<file path="src/rtl/pvic_pkg.sv">
`timescale 1ns/1ps
package pvic_pkg;
  parameter int unsigned NLINES  = 32;
  parameter int unsigned URG_W   = 3;
  parameter int unsigned DATA_W  = 32;

  // control word layout: {urgency, pulse, enable}
  typedef struct packed {
    logic [URG_W-1:0] urg;
    logic             pulse;
    logic             en;
  } line_ctrl_t;

  localparam int unsigned CTRL_W = $bits(line_ctrl_t);
endpackage

</file>
<file path="src/rtl/pvic_regs.sv">
`timescale 1ns/1ps
module pvic_regs #(
  parameter int unsigned LINES  = pvic_pkg::NLINES,
  parameter int unsigned DATA_W = pvic_pkg::DATA_W,
  parameter int unsigned URG_W  = pvic_pkg::URG_W,
  parameter int unsigned ADDR_W = $clog2(2*LINES+2)
) (
  input  logic                    clk,
  input  logic                    rst_n,
  input  logic                    we,
  input  logic [ADDR_W-1:0]       addr,
  input  logic [DATA_W-1:0]       wdata,
  output logic [DATA_W-1:0]       rdata,
  input  logic [LINES-1:0]        pend_mon,
  input  logic [LINES-1:0]        act_mon,
  output logic [DATA_W-1:0]       vec_tab [LINES],
  output logic [LINES-1:0]        en_vec,
  output logic [LINES-1:0]        pulse_vec,
  output logic [LINES-1:0][URG_W-1:0] urg_vec
);
  import pvic_pkg::*;

  localparam int unsigned CTRL_BASE = LINES;
  localparam int unsigned PEND_ADDR = 2*LINES;
  localparam int unsigned ACT_ADDR  = 2*LINES + 1;

  line_ctrl_t ctrl [LINES];

  for (genvar g = 0; g < LINES; g++) begin : g_line
    always_ff @(posedge clk) begin
      if (!rst_n) begin
        vec_tab[g] <= '0;
        ctrl[g]    <= '0;
      end else if (we) begin
        if (addr == ADDR_W'(g))
          vec_tab[g] <= wdata;
        if (addr == ADDR_W'(CTRL_BASE + g))
          ctrl[g] <= line_ctrl_t'(wdata[CTRL_W-1:0]);
      end
    end
    assign en_vec[g]    = ctrl[g].en;
    assign pulse_vec[g] = ctrl[g].pulse;
    assign urg_vec[g]   = ctrl[g].urg;
  end

  always_comb begin
    rdata = '0;
    for (int i = 0; i < LINES; i++) begin
      if (addr == ADDR_W'(i))
        rdata = vec_tab[i];
      if (addr == ADDR_W'(CTRL_BASE + i))
        rdata = DATA_W'(ctrl[i]);
    end
    if (addr == ADDR_W'(PEND_ADDR))
      rdata = DATA_W'(pend_mon);
    if (addr == ADDR_W'(ACT_ADDR))
      rdata = DATA_W'(act_mon);
  end

  // a write to line 0's control word lands in its fields
  p_ctrl_write_r2 : assert property (@(posedge clk) disable iff (!rst_n)
    (we && addr == ADDR_W'(CTRL_BASE)) |=>
      (DATA_W'(ctrl[0]) == DATA_W'($past(wdata[CTRL_W-1:0]))));
endmodule

</file>
<file path="src/rtl/pvic_pend.sv">
`timescale 1ns/1ps
module pvic_pend #(
  parameter int unsigned LINES = pvic_pkg::NLINES,
  localparam int unsigned ID_W = $clog2(LINES)
) (
  input  logic             clk,
  input  logic             rst_n,
  input  logic [LINES-1:0] irq,
  input  logic [LINES-1:0] pulse_mode,
  input  logic             clr_en,
  input  logic [ID_W-1:0]  clr_id,
  output logic [LINES-1:0] pending
);
  for (genvar g = 0; g < LINES; g++) begin : g_line
    logic prev_q;
    logic sticky_q;
    logic rise;
    logic clr_me;

    assign rise   = irq[g] && !prev_q;
    assign clr_me = clr_en && (clr_id == ID_W'(g));

    always_ff @(posedge clk) begin
      if (!rst_n) begin
        prev_q   <= 1'b0;
        sticky_q <= 1'b0;
      end else begin
        prev_q <= irq[g];
        if (pulse_mode[g] && rise)
          sticky_q <= 1'b1;
        else if (clr_me)
          sticky_q <= 1'b0;
      end
    end

    assign pending[g] = pulse_mode[g] ? sticky_q : irq[g];

    // a sticky flag is lost only through acceptance of this line
    p_sticky_hold_r6 : assert property (@(posedge clk) disable iff (!rst_n)
      (sticky_q && !clr_me) |=> sticky_q);
  end
endmodule

</file>
<file path="src/rtl/pvic_arb.sv">
`timescale 1ns/1ps
module pvic_arb #(
  parameter int unsigned LINES = pvic_pkg::NLINES,
  parameter int unsigned URG_W = pvic_pkg::URG_W,
  localparam int unsigned ID_W = $clog2(LINES)
) (
  input  logic [LINES-1:0]            elig,
  input  logic [LINES-1:0][URG_W-1:0] urg,
  input  logic [URG_W:0]              thresh,
  output logic                        found,
  output logic [ID_W-1:0]             win_id,
  output logic [URG_W-1:0]            win_urg
);
  // scan upward; strict compare keeps the lowest index on ties
  always_comb begin
    found   = 1'b0;
    win_id  = '0;
    win_urg = '1;
    for (int i = 0; i < LINES; i++) begin
      if (elig[i] && ({1'b0, urg[i]} < thresh) &&
          (!found || (urg[i] < win_urg))) begin
        found   = 1'b1;
        win_id  = ID_W'(i);
        win_urg = urg[i];
      end
    end
  end
endmodule

</file>
<file path="src/rtl/pvic_stack.sv">
`timescale 1ns/1ps
module pvic_stack #(
  parameter int unsigned URG_W = pvic_pkg::URG_W,
  parameter int unsigned ID_W  = 5,
  localparam int unsigned DEPTH = 2**URG_W,
  localparam int unsigned IDX_W = $clog2(DEPTH),
  localparam int unsigned CNT_W = $clog2(DEPTH+1)
) (
  input  logic             clk,
  input  logic             rst_n,
  input  logic             push,
  input  logic [URG_W-1:0] push_urg,
  input  logic [ID_W-1:0]  push_id,
  input  logic             pop,
  output logic [URG_W:0]   thresh,
  output logic [ID_W-1:0]  top_id,
  output logic             nonempty,
  output logic [CNT_W-1:0] level
);
  logic [URG_W-1:0] urg_mem [DEPTH];
  logic [ID_W-1:0]  id_mem  [DEPTH];
  logic [CNT_W-1:0] cnt_q;
  logic [IDX_W-1:0] top_idx;

  assign top_idx  = IDX_W'(cnt_q - 1'b1);
  assign nonempty = (cnt_q != '0);
  assign level    = cnt_q;
  assign top_id   = id_mem[top_idx];
  assign thresh   = nonempty ? {1'b0, urg_mem[top_idx]} : {1'b1, {URG_W{1'b0}}};

  always_ff @(posedge clk) begin
    if (!rst_n) begin
      cnt_q <= '0;
      for (int i = 0; i < DEPTH; i++) begin
        urg_mem[i] <= '0;
        id_mem[i]  <= '0;
      end
    end else if (pop && nonempty) begin
      cnt_q <= cnt_q - 1'b1;
    end else if (push) begin
      urg_mem[IDX_W'(cnt_q)] <= push_urg;
      id_mem[IDX_W'(cnt_q)]  <= push_id;
      cnt_q                  <= cnt_q + 1'b1;
    end
  end

  // strict preemption bounds nesting to one entry per urgency level
  p_no_overflow_r8 : assert property (@(posedge clk) disable iff (!rst_n)
    push |-> (cnt_q < CNT_W'(DEPTH)));
  // a pushed entry is strictly more urgent than the one below it
  p_push_urgent_r8 : assert property (@(posedge clk) disable iff (!rst_n)
    (push && !pop) |-> ({1'b0, push_urg} < thresh));
endmodule

</file>
<file path="src/rtl/prio_vec_intc.sv">
`timescale 1ns/1ps
module prio_vec_intc #(
  parameter int unsigned LINES  = pvic_pkg::NLINES,
  parameter int unsigned URG_W  = pvic_pkg::URG_W,
  parameter int unsigned DATA_W = pvic_pkg::DATA_W,
  parameter int unsigned ADDR_W = $clog2(2*LINES+2),
  parameter int unsigned ID_W   = $clog2(LINES)
) (
  input  logic              clk,
  input  logic              rst_n,
  input  logic [LINES-1:0]  irq_lines,
  input  logic              bus_we,
  input  logic [ADDR_W-1:0] bus_addr,
  input  logic [DATA_W-1:0] bus_wdata,
  output logic [DATA_W-1:0] bus_rdata,
  output logic              req_valid,
  input  logic              req_ready,
  output logic [DATA_W-1:0] req_vector,
  output logic [ID_W-1:0]   req_line,
  output logic [URG_W-1:0]  req_prio,
  output logic              req_chain,
  input  logic              eoi
);
  localparam int unsigned CNT_W = $clog2(2**URG_W + 1);

  logic [DATA_W-1:0]            vec_tab [LINES];
  logic [LINES-1:0]             en_vec, pulse_vec, pending, active_q, elig;
  logic [LINES-1:0][URG_W-1:0]  urg_vec;
  logic [URG_W:0]               thresh;
  logic [ID_W-1:0]              top_id, win_id;
  logic [URG_W-1:0]             win_urg;
  logic [CNT_W-1:0]             level;
  logic                         found, nonempty, fire, pop, chain_q;

  pvic_regs #(.LINES(LINES), .DATA_W(DATA_W), .URG_W(URG_W), .ADDR_W(ADDR_W)) u_regs (
    .clk(clk), .rst_n(rst_n), .we(bus_we), .addr(bus_addr), .wdata(bus_wdata),
    .rdata(bus_rdata), .pend_mon(pending), .act_mon(active_q), .vec_tab(vec_tab),
    .en_vec(en_vec), .pulse_vec(pulse_vec), .urg_vec(urg_vec)
  );

  pvic_pend #(.LINES(LINES)) u_pend (
    .clk(clk), .rst_n(rst_n), .irq(irq_lines), .pulse_mode(pulse_vec),
    .clr_en(fire), .clr_id(win_id), .pending(pending)
  );

  assign elig = pending & en_vec & ~active_q;

  pvic_arb #(.LINES(LINES), .URG_W(URG_W)) u_arb (
    .elig(elig), .urg(urg_vec), .thresh(thresh),
    .found(found), .win_id(win_id), .win_urg(win_urg)
  );

  pvic_stack #(.URG_W(URG_W), .ID_W(ID_W)) u_stack (
    .clk(clk), .rst_n(rst_n), .push(fire), .push_urg(win_urg), .push_id(win_id),
    .pop(pop), .thresh(thresh), .top_id(top_id), .nonempty(nonempty), .level(level)
  );

  assign req_valid  = found && !eoi;
  assign fire       = req_valid && req_ready;
  assign pop        = eoi && nonempty;
  assign req_line   = win_id;
  assign req_prio   = win_urg;
  assign req_vector = vec_tab[win_id];
  assign req_chain  = req_valid && chain_q;

  always_ff @(posedge clk) begin
    if (!rst_n) begin
      active_q <= '0;
      chain_q  <= 1'b0;
    end else begin
      if (pop)
        active_q[top_id] <= 1'b0;
      else if (fire)
        active_q[win_id] <= 1'b1;
      chain_q <= eoi;
    end
  end

  // only enabled lines are offered
  p_req_enabled_r3 : assert property (@(posedge clk) disable iff (!rst_n)
    req_valid |-> en_vec[req_line]);
  // an offered request beats the running handler
  p_req_urgent_r7 : assert property (@(posedge clk) disable iff (!rst_n)
    req_valid |-> ({1'b0, req_prio} < thresh));
  // active bits track the nesting depth
  p_active_depth_r8 : assert property (@(posedge clk) disable iff (!rst_n)
    ($countones(active_q) == int'(level)));
  // end-of-handler retires the newest active line
  p_eoi_retires_r8 : assert property (@(posedge clk) disable iff (!rst_n)
    pop |=> !active_q[$past(top_id)]);
  // a chained mark only follows an end-of-handler
  p_chain_origin_r9 : assert property (@(posedge clk) disable iff (!rst_n)
    req_chain |-> $past(eoi));
endmodule

</file>
<file path="config.mk">
export PLATFORM = sky130hd
export DESIGN_NAME = prio_vec_intc
export DESIGN_NICKNAME = d
export VERILOG_FILES = /design/src/rtl/pvic_pkg.sv /design/src/rtl/pvic_regs.sv /design/src/rtl/pvic_pend.sv /design/src/rtl/pvic_arb.sv /design/src/rtl/pvic_stack.sv /design/src/rtl/prio_vec_intc.sv
export SDC_FILE = /design/constraint.sdc
export NUM_CORES = 2
export LEC_CHECK = 0
export ABC_AREA = 1
export BUFFER_PORTS_ARGS = -buffer_cell sky130_fd_sc_hd__buf_2
export CORE_MARGIN = 3
export CORE_UTILIZATION = 40
export DETAILED_ROUTE_END_ITERATION = 8
export GPL_TIMING_DRIVEN = 0
export PLACE_DENSITY = 0.57
export SKIP_LAST_GASP = 1
export SYNTH_ARGS = -nofsm -noshare
export SYNTH_HDL_FRONTEND = slang
export SYNTH_HIERARCHICAL = 1
export SYNTH_SLANG_ARGS = --single-unit
</file>
<file path="constraint.sdc">
create_clock -name clk -period 76.8 [get_ports clk]
set_input_delay 15.36 -clock clk [delete_from_list [all_inputs] [get_ports clk]]
set_output_delay 15.36 -clock clk [all_outputs]
set_load 0.03 [all_outputs]
</file>
==> impl_metrics.toml <==
[outcome]
outcome = "complete, but fails checks"
violations = "max-capacitance violations, max-slew violations"

[routing]
viasPerCell = 5.78
drtIter0Drc = 11200
wl_per_cell_um = 28.5
drt-total-wl_um = 425000
drt-pass1-iter-count = 7
antenna_left = 0
drc = 0
vias = 86100

[min_path]
min_path_type = "reg2reg"
hp-start = "u_regs/vec_tab[938]"
hold_end = "u_regs/vec_tab[938]"
holdPathStages = 2

[power]
power.total_uw = 3520
power_density_nw_per_um2 = 40.6
max-vdd-ir-drop_uv = 45.9
p_leak_uw = 0.0357

[synth]
synth.largest_area_cell = "dfxtp_1"
synthCells = 11900
async_flop_share_pct = 0
ys_ff_latch = 1349
ys.flop_type = "dfxtp_1"
synth_seq_area_share_pct = 37.9
synth_edf_count = 224
ys_types = 53
synth_nets = 12100
syn-mean-instance-area_sq_um = 6.48
netlist_area_sq_um = 77200
yosysWarnings = 6
synth_top_area_share_pct = 29.2
yosys-top-cells-area = "dfxtp_1 29%, nand2_1 22%, edfxtp_1 8.7%"

[placed_design]
io_buffer_count = 148
dpl.hpwl_um = 343000
routabilityCongestion = 1.07
dp_cells = 14600
preCtsSetupSlack_ps = 10620

[timing]
slew_headroom_pct = -12.5
worst_pin_slew_ps = 1690
timing.fmax_mhz = 15.0
fin_ws_ps = 10120
setup_viol = 0
fin_setup_tns_ps = 0
fin_skew_ps = 40.9
layout_worst_path_cycle_share_pct = 86.8
drv_slew = 109
report.final.hold_viol_count = 0
rsz0062_at_grt = "false"
period_needed_ps = 66680

[setup_path]
worst_ep_arrival_time_ps = 51320
regToRegSetupSlack_ps = 39330
worstSetupPathType = "in2out"
cp_slowest_cell = "clkbuf_1"
startpoint_type = "primary input"
slowest_delay_ps = 1110
path_delay_family = "simple AND/OR/NAND/NOR gates"
required_ps = 61440
critPathMaxFanout = 11
rr_endpoint = "active_q[14]"
endpoint_kind = "primary output"
r2r-start = "u_stack/level[0]"
crit_start = "irq_lines[0]"
reg2reg_depth = 266
cp_num_buf_inv = 34
cpMostUsedCell = "nand2_1"

[final_layout]
final_layout_size_suffix_gt1_share_pct = 7.49
area_growth_pct = 12.4
finalNonFillerCells = 14900
fin_nets = 12400

[floorplan]
core_area_sq_um = 191000
die_w_um = 445
num_rows = 160
io_pins = 150
die_area_sq_um = 198000
die_h_um = 445
start_util_pct = 40.4

[run]
cap_violations = 13

[grt]
grt_max_degree = 33
grt_pass1_vias = 79100
grt.total_usage_pct = 41.3
grt_remaining_overflow = 0
antenna_found_initial = 70
grt-busiest-layer = "met2"
met1_usage_pct = 52.8
met3_usage_pct = 10.2
grt_pass1_wl_um = 586000
use_met2_pct = 63.7

[clock_tree]
numClockSinks = 1349
numCtsBuffers = 163
clk_pin_slew_ps = 50
cts_root_buffer = "clkbuf_16"
post_cts_resized = 0
worstSkewPairLatency_ps = 840
cts_tree = "done"
clockBufferDepth = 3
htree_levels = 4
cts_setup_buffers = 0
cts_hold_buffers = 0
-- synthesized netlist by cell type (all sizes together) (72+ instances only) --
cell and count:
a21oi 1148, a221oi 110, buf 215, clkbuf 626
dfxtp 1125, edfxtp 224, ha 100, inv 765
nand2 4696, nand3 833, nand4 72, nor2 874
o2111ai 81, o211ai 100, o21ai 712
-- state kept, by name (all words and copies together) (netlist names) --
| signal | cells |
|---|---|
| u_regs/vec_tab | 1024 |
| u_regs/ctrl | 160 |
| u_stack/id_mem | 40 |
| active_q | 32 |
| u_pend/g_line.prev_q | 32 |
| u_pend/g_line.sticky_q | 32 |
| u_stack/urg_mem | 24 |
| u_stack/level | 4 |
| chain_q | 1 |
-- routing by layer --
metal,vias to the layer above,wire [um]
met5,-,187
met4,24,26900
met3,1102,46600
met2,5203,184000
met1,40500,168000
li1,39300,-
-- layout make-up --
type	count	area [sq um]
fillers	20600	104000
repair buffers	151	798
well taps	2511	3140
clock buffers	235	4820
flip-flops and latches	1349	29200
multi-input cells	8891	41300
inverters	837	3190
diodes	28	70.1
plain buffers	841	3540
clock inverters	60	709
-- power breakdown --
part           internal [uW]  switching [uW]  leakage, uW
Clock                    479             340      0.00273
Combinational            313            1640       0.0217
Sequential               733            19.5       0.0113
Total                   1530            2000       0.0357
-- cell families after synthesis --
kind of cell	count (synthesis)	share of synthesized area, %
buf+inv	1678	8.70
flops	1349	37.9
mux	32	0.467
fa+ha+maj	100	1.62
compound gates	2202	16.5
simple gates	6555	34.8
xor+xnor	2	0.0227
-- worst register-to-register path, delay by kind of cell (launching register included) --
kind / cells / cell delay (ps)
DFF: 1 / 410
adders and majority gates: 32 / 9320
AOI/OAI and AO/OA: 35 / 9050
buffers and inverters: 35 / 3730
and+or+nand+nor: 164 / 14890
-- cells in the final DEF, fill, tap and decap left out, types with 23 or more instances in the layout --
cell type,synthesis,final
a21boi_0,30,30
a21oi_1,1148,1148
a221oi_2,105,105
buf_1,63,61
buf_2,113,261
buf_4,25,25
clkbuf_1,623,646
clkbuf_16,0,169
clkbuf_8,3,37
clkinv_1,68,77
clkinv_2,0,23
dfxtp_1,1125,1125
diode_2,0,28
edfxtp_1,224,224
ha_1,100,100
inv_1,736,734
inv_2,27,29
mux2_2,32,32
nand2_1,4582,4582
nand2_2,64,64
nand2_4,50,50
nand3_1,826,826
nand3b_1,32,32
nand4_1,72,72
nor2_1,856,856
o2111ai_1,81,81
o211ai_1,100,100
o21ai_0,602,602
o21ai_1,109,109
-- worst max-delay path by stage --
stage | cells past startpoint | to
after global routing | 266 | req_vector[1]
after CTS | 259 | req_vector[31]
after floorplan | 265 | req_vector[0]
after global placement | 259 | req_vector[31]
after detailed placement | 259 | req_vector[31]
final | 264 | req_vector[1]
-- through the flow --
stage,hold slack [ps],utilization (%),cell area (sq um)
global placement,449,42.5,81100
CTS,466,45.4,86700
floorplan,439,-,77200
finish,468,45.4,86800
detailed placement,458,42.5,81200
global route,479,45.4,86700
Note: power is estimated with default switching activity, not from simulation.
